===== config.mk =====
export PLATFORM = sky130hd
export DESIGN_NAME = sdr_read_term_path
export DESIGN_NICKNAME = d
export VERILOG_FILES = /design/src/rtl/sdr_rd_pkg.sv /design/src/rtl/sdr_cmd_ctrl.sv /design/src/rtl/sdr_burst_gen.sv /design/src/rtl/sdr_lat_pipe.sv /design/src/rtl/sdr_read_term_path.sv
export SDC_FILE = /design/constraint.sdc
export NUM_CORES = 1
export LEC_CHECK = 0
export BUFFER_PORTS_ARGS = -buffer_cell sky130_fd_sc_hd__buf_4
export CAP_MARGIN = 20
export CORE_MARGIN = 4
export CORE_UTILIZATION = 54
export CTS_CLUSTER_SIZE = 14
export DETAILED_ROUTE_END_ITERATION = 10
export HOLD_SLACK_MARGIN = 0.12
export MAX_ROUTING_LAYER = met4
export PLACE_DENSITY = 0.8
export SYNTH_ARGS = -nofsm -noshare
export SYNTH_HDL_FRONTEND = slang
export SYNTH_SLANG_ARGS = --single-unit

===== constraint.sdc =====
create_clock -name clk -period 2 [get_ports clk]
set_clock_uncertainty 0.2 [all_clocks]
set_input_delay 0.3 -clock clk [delete_from_list [all_inputs] [get_ports clk]]
set_output_delay 0.3 -clock clk [all_outputs]
set_load 0.01 [all_outputs]

===== src/rtl/sdr_rd_pkg.sv =====
package sdr_rd_pkg;

  typedef enum logic [2:0] {
    OP_NOP,
    OP_READ,
    OP_TBST,
    OP_PRE,
    OP_ACT,
    OP_BAD
  } op_e;

  // One strobe at most per cycle; anything else is a clash.
  function automatic op_e decode_op(input logic rd, input logic tb,
                                    input logic pr, input logic ac);
    op_e op;
    unique case ({rd, tb, pr, ac})
      4'b0000: op = OP_NOP;
      4'b1000: op = OP_READ;
      4'b0100: op = OP_TBST;
      4'b0010: op = OP_PRE;
      4'b0001: op = OP_ACT;
      default: op = OP_BAD;
    endcase
    return op;
  endfunction

  function automatic logic op_needs_bank(input op_e op);
    return (op == OP_READ) || (op == OP_TBST) || (op == OP_PRE);
  endfunction

endpackage


===== src/rtl/sdr_cmd_ctrl.sv =====
module sdr_cmd_ctrl
  import sdr_rd_pkg::*;
(
  input  logic clk,
  input  logic rst,
  input  logic read_req,
  input  logic tbst_req,
  input  logic pre_req,
  input  logic act_req,
  output logic go_read,
  output logic go_stop,
  output logic bank_open,
  output logic cmd_err
);

  op_e  op;
  logic clash;
  logic closed_use;
  logic go_pre;
  logic go_tbst;

  always_comb begin
    op         = decode_op(read_req, tbst_req, pre_req, act_req);
    clash      = (op == OP_BAD);
    closed_use = op_needs_bank(op) && !bank_open;
    go_read    = (op == OP_READ) && bank_open;
    go_tbst    = (op == OP_TBST) && bank_open;
    go_pre     = (op == OP_PRE)  && bank_open;
    go_stop    = go_tbst || go_pre;
  end

  always_ff @(posedge clk) begin
    if (rst) begin
      bank_open <= 1'b0;
      cmd_err   <= 1'b0;
    end else begin
      cmd_err <= clash || closed_use;
      if (op == OP_ACT)
        bank_open <= 1'b1;
      else if (go_pre)
        bank_open <= 1'b0;
    end
  end


  clash_err_chk: assert property (@(posedge clk) disable iff (rst)
    ($countones({read_req, tbst_req, pre_req, act_req}) > 1) |=> cmd_err);


  closed_err_chk: assert property (@(posedge clk) disable iff (rst)
    (!bank_open && !act_req && (read_req || tbst_req || pre_req)) |=> cmd_err);


  tbst_keeps_bank_chk: assert property (@(posedge clk) disable iff (rst)
    (bank_open && tbst_req && !read_req && !pre_req && !act_req) |=> bank_open);


  pre_closes_bank_chk: assert property (@(posedge clk) disable iff (rst)
    (pre_req && !read_req && !tbst_req && !act_req) |=> !bank_open);


  act_opens_bank_chk: assert property (@(posedge clk) disable iff (rst)
    (act_req && !read_req && !tbst_req && !pre_req) |=> (bank_open && !cmd_err));

endmodule


===== src/rtl/sdr_burst_gen.sv =====
module sdr_burst_gen #(
  parameter int COL_W     = 9,
  parameter int BURST_LEN = 4
) (
  input  logic             clk,
  input  logic             rst,
  input  logic             go_read,
  input  logic             go_stop,
  input  logic [COL_W-1:0] col_addr,
  output logic             iss_valid,
  output logic [COL_W-1:0] iss_col
);

  localparam int CNT_W = (BURST_LEN > 2) ? $clog2(BURST_LEN) : 1;
  localparam logic [CNT_W-1:0] LAST = CNT_W'(BURST_LEN - 1);

  logic             run;
  logic [CNT_W-1:0] cnt;
  logic [COL_W-1:0] base;

  // Column of a beat: base plus offset, wrapping within the column space.
  function automatic logic [COL_W-1:0] beat_col(input logic [COL_W-1:0] b,
                                                input logic [CNT_W-1:0] off);
    return COL_W'(b + COL_W'(off));
  endfunction

  always_comb begin
    iss_valid = 1'b0;
    iss_col   = '0;
    if (go_read) begin
      iss_valid = 1'b1;
      iss_col   = col_addr;
    end else if (!go_stop && run) begin
      iss_valid = 1'b1;
      iss_col   = beat_col(base, cnt);
    end
  end

  always_ff @(posedge clk) begin
    if (rst) begin
      run  <= 1'b0;
      cnt  <= '0;
      base <= '0;
    end else if (go_read) begin
      run  <= 1'b1;
      cnt  <= CNT_W'(1);
      base <= col_addr;
    end else if (go_stop) begin
      run <= 1'b0;
      cnt <= '0;
    end else if (run) begin
      cnt <= cnt + CNT_W'(1);
      if (cnt == LAST)
        run <= 1'b0;
    end
  end


  stop_ends_burst_chk: assert property (@(posedge clk) disable iff (rst)
    (go_stop && !go_read) |=> !iss_valid || go_read);


  count_in_range_chk: assert property (@(posedge clk) disable iff (rst)
    run |-> (cnt != '0));


  restart_beat0_chk: assert property (@(posedge clk) disable iff (rst)
    go_read |-> (iss_valid && iss_col == col_addr));

endmodule


===== src/rtl/sdr_lat_pipe.sv =====
module sdr_lat_pipe #(
  parameter int COL_W  = 9,
  parameter int DATA_W = 16,
  parameter int CL_MIN = 2
) (
  input  logic              clk,
  input  logic              rst,
  input  logic              cl_sel,
  input  logic              iss_valid,
  input  logic [COL_W-1:0]  iss_col,
  output logic              rd_oe,
  output logic [DATA_W-1:0] rd_data
);

  localparam int CL_MAX = CL_MIN + 1;

  logic [CL_MAX-1:0] vld;
  logic [COL_W-1:0]  col [CL_MAX];
  logic              tap_vld;
  logic [COL_W-1:0]  tap_col;

  function automatic logic [DATA_W-1:0] widen(input logic [COL_W-1:0] c);
    return DATA_W'(c);
  endfunction

  always_ff @(posedge clk) begin
    if (rst) begin
      vld <= '0;
      for (int s = 0; s < CL_MAX; s++) col[s] <= '0;
    end else begin
      vld[0] <= iss_valid;
      col[0] <= iss_valid ? iss_col : '0;
      for (int s = 1; s < CL_MAX; s++) begin
        vld[s] <= vld[s-1];
        col[s] <= col[s-1];
      end
    end
  end

  always_comb begin
    tap_vld = cl_sel ? vld[CL_MAX-1] : vld[CL_MIN-1];
    tap_col = cl_sel ? col[CL_MAX-1] : col[CL_MIN-1];
    rd_oe   = tap_vld;
    rd_data = tap_vld ? widen(tap_col) : '0;
  end


  quiet_bus_chk: assert property (@(posedge clk) disable iff (rst)
    !rd_oe |-> (rd_data == '0));


  issue_enters_chk: assert property (@(posedge clk) disable iff (rst)
    iss_valid |=> vld[0]);

endmodule


===== src/rtl/sdr_read_term_path.sv =====
module sdr_read_term_path #(
  parameter int COL_W     = 9,
  parameter int DATA_W    = 16,
  parameter int BURST_LEN = 4,
  parameter int CL_MIN    = 2
) (
  input  logic              clk,
  input  logic              rst,
  input  logic              cl_sel,
  input  logic              read_req,
  input  logic              tbst_req,
  input  logic              pre_req,
  input  logic              act_req,
  input  logic [COL_W-1:0]  col_addr,
  output logic [DATA_W-1:0] rd_data,
  output logic              rd_oe,
  output logic              bank_open,
  output logic              cmd_err
);

  logic             go_read;
  logic             go_stop;
  logic             iss_valid;
  logic [COL_W-1:0] iss_col;

  sdr_cmd_ctrl u_ctrl (
    .clk       (clk),
    .rst       (rst),
    .read_req  (read_req),
    .tbst_req  (tbst_req),
    .pre_req   (pre_req),
    .act_req   (act_req),
    .go_read   (go_read),
    .go_stop   (go_stop),
    .bank_open (bank_open),
    .cmd_err   (cmd_err)
  );

  sdr_burst_gen #(.COL_W(COL_W), .BURST_LEN(BURST_LEN)) u_burst (
    .clk       (clk),
    .rst       (rst),
    .go_read   (go_read),
    .go_stop   (go_stop),
    .col_addr  (col_addr),
    .iss_valid (iss_valid),
    .iss_col   (iss_col)
  );

  sdr_lat_pipe #(.COL_W(COL_W), .DATA_W(DATA_W), .CL_MIN(CL_MIN)) u_pipe (
    .clk       (clk),
    .rst       (rst),
    .cl_sel    (cl_sel),
    .iss_valid (iss_valid),
    .iss_col   (iss_col),
    .rd_oe     (rd_oe),
    .rd_data   (rd_data)
  );


  no_issue_closed_chk: assert property (@(posedge clk) disable iff (rst)
    !bank_open |-> !go_read);


  reset_clears_chk: assert property (@(posedge clk)
    $past(rst) |-> (!cmd_err && !bank_open));

endmodule


* After elaboration in Yosys (flattened, before gate mapping) *
Memory sizes are Yosys's and may differ from the RTL's.
Index checks and enable logic that the tools add are counted.

cells by class
  add/subtract/negate cells = 2
  $mul = 0
  div/mod/pow operators = 0
  order comparisons = 0
  equal/unequal tests = 10
  shift operators = 0
  mux-type cells = 24
  bitwise operators = 3
  reductions and logical operators = 15

operators with widths
  operator                                                                count
  9-bit two-way mux                                                       8
  1-bit two-way mux                                                       15
  3-bit one-hot mux with 5 select lines                                   1
  9-bit by 2-bit adder with 9-bit output                                  1
  3-bit by 2-bit equality test with 1-bit output (second input constant)  2
  3-bit equality test (second input constant)                             2
  1-bit logical AND                                                       5
  4-bit by 1-bit equality test with 1-bit output (second input constant)  1
  4-bit by 2-bit equality test with 1-bit output (second input constant)  1
  4-bit by 3-bit equality test with 1-bit output (second input constant)  1
  4-bit equality test (second input constant)                             1
  4-bit zero test                                                         1
  1-bit logical OR                                                        4
  3-bit by 1-bit equality test with 1-bit output (second input constant)  1
  1-bit OR                                                                3
  3-bit nonzero test                                                      1
  3-bit OR reduction                                                      1
  2-bit by 1-bit adder with 2-bit output (second input constant)          1
  2-bit equality test (second input constant)                             1
  1-bit zero test                                                         2
  2-bit nonzero test                                                      1

storage, ports and cells
  register bits = 17
  latch bits = 0
  bits in writable memories = 27
  memory bits (read-only) = 0
  input port bits = 16
  logic and storage cells = 62
  memories kept = 1

memory list
  memory      words  width  read ports  clocked after Yosys merged registers in  write ports  line                RTL
  u_pipe.col  3      9      3           0                                        3            sdr_lat_pipe.sv:18  logic [COL_W-1:0] col [CL_MAX];

* Longest topological paths before layout *
  word-level depth = 11
  mapped depth = 6
  depth with buffers taken out = 6

* Cells and area by module *
Synthesis repeated with hierarchy kept, for this count alone.

unflattened totals
  cells, all modules = 190
  area total of the unflattened synthesis = 1854.3 um2

modules (own cells, without submodules)
  module         instances  cells an instance  area an instance (um2)
  sdr_lat_pipe   1          85                 975.9
  sdr_burst_gen  1          89                 750.7
  sdr_cmd_ctrl   1          16                 127.6

* Worst setup path after synthesis *
Ideal clock, no wire load.

  kind = input-to-output
  start = input cl_sel
  end = output rd_data[0]
  arrival time = 1.230 ns
  required time = 1.500 ns
  path slack = 0.270 ns
  stages = 3
  buffers on the path = 1
  path through = buf_2 -> mux2i_1 -> nor2_1

on the way
  cells in the longest elaborated chain, start to end = 2
  elaborated cells on any way between the ends = 3
  those cells by class = mux (3)

RTL lines
  item                                                           line                                    RTL
  from (decl)                                                    sdr_read_term_path.sv:9                 input logic cl_sel,
  9-bit two-way mux / 1-bit two-way mux (equally long branches)  sdr_lat_pipe.sv:42, sdr_lat_pipe.sv:41
  9-bit two-way mux (*)                                          sdr_lat_pipe.sv:44                      rd_data = tap_vld ? widen(tap_col) : '0;
  to (decl)                                                      sdr_read_term_path.sv:15                output logic [DATA_W-1:0] rd_data,

Every way passes the cells marked *; elsewhere a longest branch is shown, timed or not.

* Worst setup path after layout *
  start = input act_req
  end = register u_ctrl.cmd_err

on the way
  cells in the longest elaborated chain, start to end = 7
  elaborated cells on any way between the ends = 14
  those cells by class = eq/ne (8); mux (1); reduce/logical (5)

RTL lines
  item                                                                                                                     line                      RTL
  from (decl)                                                                                                              sdr_read_term_path.sv:13  input logic act_req,
  4-bit by 1-bit equality test with 1-bit output, or another cell as far along                                             sdr_rd_pkg.sv:16          unique case ({rd, tb, pr, ac})
  3-bit one-hot mux with 5 select lines (*)                                                                                sdr_rd_pkg.sv:16
  3-bit by 1-bit equality test with 1-bit output / 3-bit by 2-bit equality test with 1-bit output (equally long branches)  sdr_rd_pkg.sv:28          return (op == OP_READ) || (op == OP_TBST) || (op == OP_PRE);
  1-bit logical OR (2 in a row)                                                                                            sdr_rd_pkg.sv:28
  1-bit logical AND                                                                                                        sdr_cmd_ctrl.sv:25        closed_use = op_needs_bank(op) && !bank_open;
  1-bit logical OR (*)                                                                                                     sdr_cmd_ctrl.sv:37        cmd_err <= clash || closed_use;
  to (signal assigned)                                                                                                     sdr_cmd_ctrl.sv:37
  to (decl)                                                                                                                sdr_cmd_ctrl.sv:13        output logic cmd_err

Marked as above.
A chain may end at the register's enable or synchronous reset.

==> flow_summary.ini <==
[outcome]
status = finished clean

[min_path]
hp-start = tbst_req
hold_path.class = input port to flop

[critical_path]
cp_cell_sequence = dlygate4sd3_1 > buf_4 > nand2b_1 > nor3_1 > dlygate4sd3_1 > nor3_1
cp_slowest_stage_delay_ns = 0.58
end_kind = flop
r2r_start = u_burst.cnt[0]$_SDFFE_PP0P_
cp_slowest_cell = dlygate4sd3_1
worst-path-buf-inv = 3
reg2reg_slack_ns = 0.22
start_kind = input port
endpoint = u_ctrl.cmd_err$_SDFF_PP0_
r2r_cells = 6
crit_cells = 6
cp_max_fo = 4
r2r_end = u_pipe.col[0][4]$_SDFF_PP0_
cp_top_family = buffers and inverters
critPathLaunch = act_req
path_class = input port to flop
crit_arrival_ns = 1.94
required_ns = 2.03

[route]
drt_iter0_drc = 58
antenna_left = 0
wl_per_cell_um = 12.0
drc_errors = 0
drtPass1Iterations = 4
avgViaCountPerCell = 5.03
vias = 1449
wl_mm = 3.44

[yosys]
synth_edf_count = 0
synth_cells = 202
yosysMostFrequentCell = dfxtp_1
ys_types = 35
synth_seq_cells = 44
yosysTopAreaCell = dfxtp_1
synthFlopType = dfxtp_1
yosysWarningCount = 0
synth_seq_area_share_pct = 47.1
synth_top_area_share_pct = 47.1
synth_common_cells = dfxtp_1 (44), a21oi_1 (22), nor2b_1 (20), nand2_1 (17), nor2_1 (12)
avgSynthCellArea_sq_um = 9.26
synth_area_sq_mm = 0.00187
async_flop_share_pct = 0
synth_area_leaders = dfxtp_1 (47%), nor2b_1 (6.7%), a21oi_1 (5.9%)

[global_routing]
gr-usage-met1_pct = 21.9
grt_usage_pct = 18.2
grtUsageMet2_pct = 28.5
grt_max_degree = 34
grt_pass1_vias = 1408
grt_util_met3_pct = 4.72
grt_pass1_wl_mm = 6.04
gr-max-usage-layer = met2
overflow = 0
antenna_found_initial = 0

[placed_design]
dp_hpwl_mm = 2.27
pre_cts_ws_ns = 0.254
place.gp.congestion = 0.826
io_buffer_count = 27

[cts]
clock_latency_ns = 0.34
cts_resized = 0
cts.sinks = 44
hold_buffers = 13
cts-buffers-inserted = 5
clock_path_buffers = 2
clockRootBuffer = clkbuf_4
clk_pin_slew_worst_paths_ns = 0.12
ctsHtreeMaxLevel = 2
cts_tree = yes
cts_setup_buffers = 0

[sta]
fmax_mhz = 524
setup_viol = 0
totalNegativeSetupSlack_ns = 0
post-route-period-util_pct = 95.5
min_period_ns = 1.91
hold_viol_final = 0
rsz0062_at_grt = no
setup_slack_ns = 0.0901
final_max_slew_viol_count = 0

[floorplanning]
num_rows = 21
die-area_sq_mm = 0.00447
io_pins = 35
initial_core_util_pct = 56.1
fp.dieW_um = 66.9
die_h_um = 66.9
core_sq_mm = 0.00334

[final_layout]
diodes = 0
n_fill_cell = 276
seqCellArea_sq_um = 881
area_delta_synth_final_pct = 21.9
nNetsFinal = 261
multi_input_area_sq_um = 891
drive_gt1_share_pct = 19.0

[pwr]
p_leak_nw = 0.897
peakVddDrop_uv = 471
powerDensity_mw_per_mm2 = 667

[job]
maxCapViolations = 0
==> cell type report <==
| cell class | count | share of cell area [%] |
|---|---|---|
| flip-flops and latches | 44 | 38.6 |
| multi-input cells | 143 | 39.1 |
| clock inverters | 2 | 1.54 |
| inverters | 3 | 0.494 |
| well taps | 46 | 2.52 |
| repair buffers | 44 | 15.9 |
| clock buffers | 6 | 1.81 |
==> per-stage QoR <==
stage | std cells | hold WS, ns | util, % | cell area, sq um | total power, W
after floorplan | 208 | 0.172 | - | 1890 | 0.000964
after global placement | 267 | 0.216 | 62.1 | 2070 | 0.000991
after detailed placement | 267 | 0.221 | 62.1 | 2070 | 0.000991
after CTS | 288 | 0.136 | 68.3 | 2280 | 0.00153
after global routing | 288 | 0.152 | 68.3 | 2280 | 0.00159
final | 288 | 0.146 | 68.3 | 2280 | 0.00152
==> worst min-delay path by stage <==
stage	slack, ns	depth (start not counted)	end
global placement	0.22	1	u_pipe.col[0][10]$_SDFF_PP0_
global route	0.15	4	u_ctrl.bank_open$_SDFFE_PP0P_
floorplan	0.17	1	u_pipe.col[0][26]$_SDFF_PP0_
CTS	0.14	3	u_ctrl.bank_open$_SDFFE_PP0P_
finish	0.15	3	u_ctrl.bank_open$_SDFFE_PP0P_
detailed placement	0.22	1	u_pipe.col[0][16]$_SDFF_PP0_
==> registers in the layout (all words and copies together), names as in the netlist <==
register	count
u_burst.base	9
u_burst.cnt	2
u_burst.run	1
u_ctrl.bank_open	1
u_ctrl.cmd_err	1
u_pipe.col	27
u_pipe.vld	3
==> layout by cell type (no fill, tap or decap), drive strengths merged <==
cell type    count
o221ai           2
nor2            12
nor3             8
nor2b           20
buf             31
dlygate4sd3     13
nand2b           2
nand3            4
nand4            1
xor2             2
nand2           20
and2             1
clkinv           1
a21oi           22
conb             7
and3b            1
fa               1
o21a             1
maj3             1
xnor2            2
ha               3
inv              3
o21ai           10
a221oi           3
o22a             1
clkbuf           6
o31a             1
nor4             1
bufinv           1
a21o             2
o211ai           4
dfxtp           44
mux2i           11
==> per-layer routing <==
metal / share of wire [%] / vias to the layer above / routed length (um)
li1: - / 756 / -
met1: 45 / 643 / 1570
met4: 1.0 / 0 / 35
met2: 46 / 46 / 1600
met5: 0 / - / 0
met3: 7.0 / 4 / 242
==> logic make-up after synthesis <==
logic type / after synthesis / share of synthesized area, %
AOI/OAI and AO/OA: 46 / 15.9
xor gates and xnor gates: 4 / 1.87
adders and majority gates: 5 / 3.61
buffers and inverters: 21 / 6.49
DFF: 44 / 47.1
muxes: 11 / 5.89
other: 1 / 0.200
and+or+nand+nor: 70 / 19.0
==> report_power, final <==
| part | internal [W] | switching [W] | total [W] |
|---|---|---|---|
| Clock | 0.000262 | 0.000267 | 0.000529 |
| Combinational | 0.0000544 | 0.0000539 | 0.000108 |
| Sequential | 0.000880 | 0.00000304 | 0.000883 |
==> tightest hold or removal path, delay by kind of cell <==
family	cells	cell delay, ns
buf+inv	1	0.13
compound gates	2	0.22
Note: power is estimated with default switching activity, not from simulation.
